<file path="src/rtl/csx_pkg.sv">
package csx_pkg;
  typedef struct packed {
    logic empty_ev;
    logic done_ev;
    logic dma_ev;
  } csx_ev_t;
endpackage

</file>
<file path="src/rtl/csx_clkdiv.sv">
module csx_clkdiv #(
  parameter int DIV_W = 8
) (
  input  logic             clk,
  input  logic             rst_n,
  input  logic             run,
  input  logic             restart,
  input  logic [DIV_W-1:0] div,
  output logic             tick
);
  logic [DIV_W-1:0] cnt_q, cnt_d;

  assign tick = run && (cnt_q == div);

  always_comb begin
    if (!run || restart || tick) cnt_d = '0;
    else                         cnt_d = cnt_q + 1'b1;
  end

  always_ff @(posedge clk or negedge rst_n) begin
    if (!rst_n) cnt_q <= '0;
    else        cnt_q <= cnt_d;
  end


  cnt_bound_chk: assert property (@(posedge clk) disable iff (!rst_n)
    (run && $past(run) && $stable(div)) |-> (cnt_q <= div));
endmodule

</file>
<file path="src/rtl/csx_txbuf.sv">
module csx_txbuf #(
  parameter int DATA_W = 8
) (
  input  logic              clk,
  input  logic              rst_n,
  input  logic              enable,
  input  logic              wr,
  input  logic [DATA_W-1:0] wdata,
  input  logic              take,
  output logic              full_o,
  output logic [DATA_W-1:0] data_o,
  output logic              err_o
);
  logic              full_q, full_d;
  logic              err_q, err_d;
  logic [DATA_W-1:0] data_q, data_d;
  logic              data_en;

  always_comb begin
    full_d  = full_q;
    err_d   = err_q;
    data_d  = wdata;
    data_en = 1'b0;
    if (!enable) begin
      full_d = 1'b0;
      err_d  = 1'b0;
    end else begin
      if (wr && !full_q) begin
        data_en = 1'b1;
        full_d  = 1'b1;
      end else if (wr && full_q) begin
        err_d = 1'b1;
      end
      if (take) full_d = 1'b0;
    end
  end

  always_ff @(posedge clk or negedge rst_n) begin
    if (!rst_n) begin
      full_q <= 1'b0;
      err_q  <= 1'b0;
      data_q <= '0;
    end else begin
      full_q <= full_d;
      err_q  <= err_d;
      if (data_en) data_q <= data_d;
    end
  end

  assign full_o = full_q;
  assign data_o = data_q;
  assign err_o  = err_q;


  err_hold_chk: assert property (@(posedge clk) disable iff (!rst_n)
    (err_q && enable) |=> err_q);

  full_keep_chk: assert property (@(posedge clk) disable iff (!rst_n)
    (full_q && wr && enable) |=> $stable(data_q));
endmodule

</file>
<file path="src/rtl/csx_shift.sv">
module csx_shift #(
  parameter int DATA_W = 8
) (
  input  logic              clk,
  input  logic              rst_n,
  input  logic              abort,
  input  logic              load,
  input  logic [DATA_W-1:0] ld_data,
  input  logic              tick,
  output logic              sclk_o,
  output logic              sdata_o,
  output logic              busy_o,
  output logic              word_end_o
);
  localparam int CW = (DATA_W > 1) ? $clog2(DATA_W) : 1;
  localparam logic [CW-1:0] LAST = CW'(DATA_W - 1);

  logic [DATA_W-1:0] sr_q, sr_d;
  logic [CW-1:0]     bcnt_q, bcnt_d;
  logic              sclk_q, sclk_d;
  logic              busy_q, busy_d;

  assign word_end_o = busy_q && sclk_q && tick && (bcnt_q == LAST);

  always_comb begin
    sr_d   = sr_q;
    bcnt_d = bcnt_q;
    sclk_d = sclk_q;
    busy_d = busy_q;
    if (abort) begin
      busy_d = 1'b0;
      sclk_d = 1'b1;
    end else if (load) begin
      sr_d   = ld_data;
      bcnt_d = '0;
      sclk_d = 1'b0;
      busy_d = 1'b1;
    end else if (busy_q && tick) begin
      if (!sclk_q) begin
        sclk_d = 1'b1;
      end else if (bcnt_q != LAST) begin
        sclk_d = 1'b0;
        sr_d   = sr_q >> 1;
        bcnt_d = bcnt_q + 1'b1;
      end else begin
        busy_d = 1'b0;
      end
    end
  end

  always_ff @(posedge clk or negedge rst_n) begin
    if (!rst_n) begin
      sr_q   <= '0;
      bcnt_q <= '0;
      sclk_q <= 1'b1;
      busy_q <= 1'b0;
    end else begin
      sr_q   <= sr_d;
      bcnt_q <= bcnt_d;
      sclk_q <= sclk_d;
      busy_q <= busy_d;
    end
  end

  assign sclk_o  = sclk_q;
  assign busy_o  = busy_q;
  assign sdata_o = busy_q ? sr_q[0] : 1'b1;


  sclk_idle_chk: assert property (@(posedge clk) disable iff (!rst_n)
    !busy_q |-> (sclk_q && sdata_o));

  busy_start_chk: assert property (@(posedge clk) disable iff (!rst_n)
    $rose(busy_q) |-> (!sclk_q && bcnt_q == '0));
endmodule

</file>
<file path="src/rtl/csx_tx.sv">
module csx_tx #(
  parameter int DATA_W = 8,
  parameter int DIV_W  = 8
) (
  input  logic              clk,
  input  logic              rst_n,
  input  logic              tx_en,
  input  logic              int_en,
  input  logic              int_sel,
  input  logic [DIV_W-1:0]  div_val,
  input  logic              wr_en,
  input  logic [DATA_W-1:0] wr_data,
  output logic              sclk_o,
  output logic              sdata_o,
  output logic              busy_o,
  output logic              irq_o,
  output logic              dma_req_o,
  output logic              ovr_err_o
);
  import csx_pkg::*;

  logic              buf_full, word_end, tick, load, busy;
  logic [DATA_W-1:0] buf_data;
  logic              en_q, en_rise, en_fall;
  logic              irq_q, dma_q;
  csx_ev_t           ev;

  assign en_rise = tx_en && !en_q;
  assign en_fall = !tx_en && en_q;
  assign load    = tx_en && buf_full && (!busy || word_end);

  csx_txbuf #(.DATA_W(DATA_W)) u_buf (
    .clk(clk), .rst_n(rst_n), .enable(tx_en), .wr(wr_en), .wdata(wr_data),
    .take(load), .full_o(buf_full), .data_o(buf_data), .err_o(ovr_err_o)
  );

  csx_clkdiv #(.DIV_W(DIV_W)) u_div (
    .clk(clk), .rst_n(rst_n), .run(busy), .restart(load), .div(div_val),
    .tick(tick)
  );

  csx_shift #(.DATA_W(DATA_W)) u_shift (
    .clk(clk), .rst_n(rst_n), .abort(!tx_en), .load(load), .ld_data(buf_data),
    .tick(tick), .sclk_o(sclk_o), .sdata_o(sdata_o), .busy_o(busy),
    .word_end_o(word_end)
  );

  always_comb begin
    ev.empty_ev = load || en_rise;
    ev.done_ev  = (word_end && !load) || en_fall;
    ev.dma_ev   = load || en_rise;
  end

  always_ff @(posedge clk or negedge rst_n) begin
    if (!rst_n) begin
      en_q  <= 1'b0;
      irq_q <= 1'b0;
      dma_q <= 1'b0;
    end else begin
      en_q  <= tx_en;
      irq_q <= int_en && (int_sel ? ev.done_ev : ev.empty_ev);
      dma_q <= ev.dma_ev;
    end
  end

  assign busy_o    = busy;
  assign irq_o     = irq_q;
  assign dma_req_o = dma_q;


  irq_gate_chk: assert property (@(posedge clk) disable iff (!rst_n)
    !$past(int_en) |-> !irq_o);

  dma_on_rise_chk: assert property (@(posedge clk) disable iff (!rst_n)
    $rose(tx_en) |=> dma_req_o);

  abort_idle_chk: assert property (@(posedge clk) disable iff (!rst_n)
    !tx_en |=> (!busy_o && sclk_o));
endmodule

</file>
<file path="config.mk">
export PLATFORM = sky130hd
export DESIGN_NAME = csx_tx
export DESIGN_NICKNAME = d
export VERILOG_FILES = /design/src/rtl/csx_pkg.sv /design/src/rtl/csx_clkdiv.sv /design/src/rtl/csx_txbuf.sv /design/src/rtl/csx_shift.sv /design/src/rtl/csx_tx.sv
export SDC_FILE = /design/constraint.sdc
export NUM_CORES = 1
export LEC_CHECK = 0
export BUFFER_PORTS_ARGS = -buffer_cell sky130_fd_sc_hd__buf_2
export CORE_UTILIZATION = 30
export CTS_BUF_LIST = sky130_fd_sc_hd__clkbuf_16
export DETAILED_ROUTE_END_ITERATION = 8
export PLACE_DENSITY = 0.48
export SLEW_MARGIN = 20
export SYNTH_ARGS = -nofsm -noshare
export SYNTH_HDL_FRONTEND = slang
export SYNTH_SLANG_ARGS = --single-unit
</file>
<file path="constraint.sdc">
create_clock -name clk -period 5.8 [get_ports clk]
set_input_delay 0.29 -clock clk [delete_from_list [all_inputs] [get_ports clk]]
set_output_delay 0.29 -clock clk [all_outputs]
set_load 0.01 [all_outputs]
</file>
==> key figures <==
Pwr
  – Reg power frac: 0.467
  – Clk pwr share: 0.386
  – P_sw: 0.000142 W
  – Worst vdd ir: 0.167 mV
  – Sw Share: 0.225
  – Int Pwr: 0.000486 W
  – Pleak: 0.953 nW
  – Logic pwr share: 0.146
  – Power density cells: 320 mW/mm²

Critical path
  – Critical path startpoint: u_shift.bcnt_q[0]
  – Critical-path maximum fanout: 9
  – WP data required: approximately 6.0 ns
  – Crit path capture type: flop
  – Worst R2R Setup Slack: 3.18 ns
  – R2R Path End: u_shift.sr_q[1]
  – Kind of critical path: flop to flop
  – Worst R2R Path Depth: 6
  – Crit path DAT: 2.78 ns
  – Worst R2R Start: u_shift.bcnt_q[0]
  – CP Launch Type: flop

Clock tree
  – CTS root buffer: clkbuf_16
  – Clock tree from TritonCTS: built
  – Maximum root-to-sink buffer count: 2
  – Clock-pin slew on the worst setup and hold paths: 0.05 ns
  – Post-CTS Setup Bufs: 0
  – # hold bufs at CTS: 0
  – H-tree levels: 2
  – TritonCTS Buffers: 5
  – Worst-skew pair later-pin latency: 0.27 ns
  – Clock sink count: 34
  – CTS resizes: 0

Routing
  – Pre-Repair DR Iteration Count: 4
  – Vias post-DR: about 1100
  – Vias per cell: 4.57
  – Routed len/inst: 13.2 µm
  – Final WL: 3150 µm
  – DRC violations left: 0
  – Initial DRC Count: 44
  – Antenna viol nets, final: 0

Floorplan
  – Die height: roughly 75 µm
  – Die width: between 70 and 80 µm
  – Cell Rows: 26
  – Initial Utilization: 0.313
  – IO Pins: 28
  – Die ar.: 0.00566 mm²
  – CORE AREA: 0.00514 mm²

Synth
  – Library cells used by synthesis: 35
  – Synth area leaders: dfrtp_1, mux2_2, xnor2_1, mux2_4, nor2_1
  – Post-Syn Area per Cell: 11.9 µm²
  – Syn Inst Count: 135
  – Flip-flop and latch count after synthesis: 34
  – Post-synth top area share: 0.514
  – Area leader, netlist: dfrtp_1
  – Yosys warnings: 0
  – Mapped Nets: 160
  – Sequential area share after synthesis: 0.530
  – Post-Syn Area: 0.00161 mm²

Timing
  – Final worst-path cycle share: 0.452
  – Hold Vio Cnt, Final: 0
  – Slew Limit Fails: 0
  – Setup TNS: 0 ns
  – Final setup viols: 0
  – Clock period minus worst slack: 2.62 ns
  – Max frequency: 0.381 GHz
  – Relative slew slack: 0.502
  – Worst slew pin tran: about 0.75 ns
  – Layout Skew: ~0.0033 ns
  – Unrepaired setup endpoints after global routing: no

Place
  – Placement Cell Area: 0.00183 mm²
  – GP Congestion: 0.816
  – Placed instance count: 231
  – IO buf count: 27
  – Placed wire-length estimate: 2290 µm

Final layout
  – Syn-to-layout area delta: 22.2%
  – Most frequent cells in the layout: dfrtp_1, buf_2, nor2_1
  – Commonest non-fill, non-tap cell in the layout: dfrtp_1
  – Nets@finish: 193
  – Layout cells sized above 1: 0.337
  – Antenna diodes: 0
  – Non-Filler Instances: 239
  – Non-Filler Cell Area, Final: 0.00196 mm²

Global routing
  – Initial antenna violation count: 0
  – Overall global routing resource usage: 0.130
  – First-pass GRT wire length: 5270 µm
  – Grt total ovfl: 0
  – Largest net degree at the start of global routing: 35
  – Vias in the first global route: around 1200

Min path
  – HP Class: primary input to async pin

Job
  – Max-cap violations: 0

Status
  – Run status: completed
## cells by family (layout without fill, tap and decap cells)
group           after synthesis  in the layout  synth area share
xor+xnor                     15             15            0.0817
flops                        34             34             0.530
mux                          20             20             0.150
buf+inv                       7             41            0.0187
simple gates                 43             43             0.139
compound gates               13             13            0.0576
fa+ha+maj                     3              3            0.0233
## sequential cells by signal, indices dropped and copies added (netlist names)
register        count
u_shift.bcnt_q      3
u_buf.full_o        1
u_shift.sr_q        8
u_div.cnt_q         8
u_buf.data_o        8
u_buf.err_o         1
u_shift.busy_o      1
dma_req_o           1
irq_o               1
en_q                1
u_shift.sclk_o      1
## how the worst max path moves through the flow
stage,end,cells past startpoint,slack (ns)
after floorplan,u_shift.sr_q[1],7,3.45
after global routing,u_shift.sr_q[6],6,3.08
after CTS,u_shift.sr_q[1],6,3.16
final,u_shift.sr_q[1],6,3.18
after global placement,u_shift.sr_q[5],6,3.24
after detailed placement,u_shift.sr_q[1],6,3.18
## stage by stage
step | util | setup slack, ns | total power, W | hold slack, ns
after floorplan | - | 3.45 | 0.000359 | -0.00559
after global placement | 0.355 | 3.24 | 0.000386 | 0.403
after detailed placement | 0.355 | 3.18 | 0.000391 | 0.415
after CTS | 0.382 | 3.16 | 0.000640 | 0.123
after global routing | 0.382 | 3.08 | 0.000662 | 0.148
final | 0.382 | 3.18 | 0.000628 | 0.0855
## critical path: stages, from the launching register on
cell and delay (ns):
dfrtp_1 0.39, ha_1 0.20, ha_1 0.22, or3_1 0.37, or4_1 0.68, mux2_4 0.39, mux2_2 0.26
## power by group through the flow
stage / Combinational, W / Clock [W] / Sequential, W
after global placement: 0.0000902 / 0 / 0.000296
after floorplan: 0.0000669 / 0 / 0.000292
final: 0.0000917 / 0.000243 / 0.000293
after detailed placement: 0.0000934 / 0 / 0.000298
after CTS: 0.0000939 / 0.000252 / 0.000294
after global routing: 0.000103 / 0.000261 / 0.000298
## final cells by class
class	count	area, µm²
fillers	546	3180
flip-flops and latches	34	852
multi-input cells	94	726
repair buffers	28	143
clock buffers	5	125
well taps	70	87.6
inverters	5	18.8
clock inverters	3	12.5
## layer usage
| metal | GRT usage | vias up | wire length, µm |
|---|---|---|---|
| met2 | 0.212 | 23 | 1480 |
| met1 | 0.159 | 525 | 1510 |
| li1 | - | 539 | - |
| met4 | 0.0679 | 0 | 55 |
| met3 | 0.0321 | 5 | 104 |
| met5 | 0 | - | 0 |
## synthesized netlist by cell type (all sizes together)
cell / number
nor2: 15
a31o: 1
nand4b: 1
and4: 1
a21oi: 2
nand2b: 1
inv: 5
dfrtp: 33
clkbuf: 1
nand3: 7
o21ai: 4
nor3b: 2
ha: 3
and2: 1
nand2: 4
or3: 1
o311a: 1
xor2: 6
nand3b: 1
buf: 1
a221o: 2
a22o: 1
xnor2: 9
or4: 1
mux2: 18
a31oi: 1
or2: 2
mux2i: 2
nand4: 1
nor4: 2
a211o: 1
dfstp: 1
and3: 3
(Power assumes the default switching activity.)
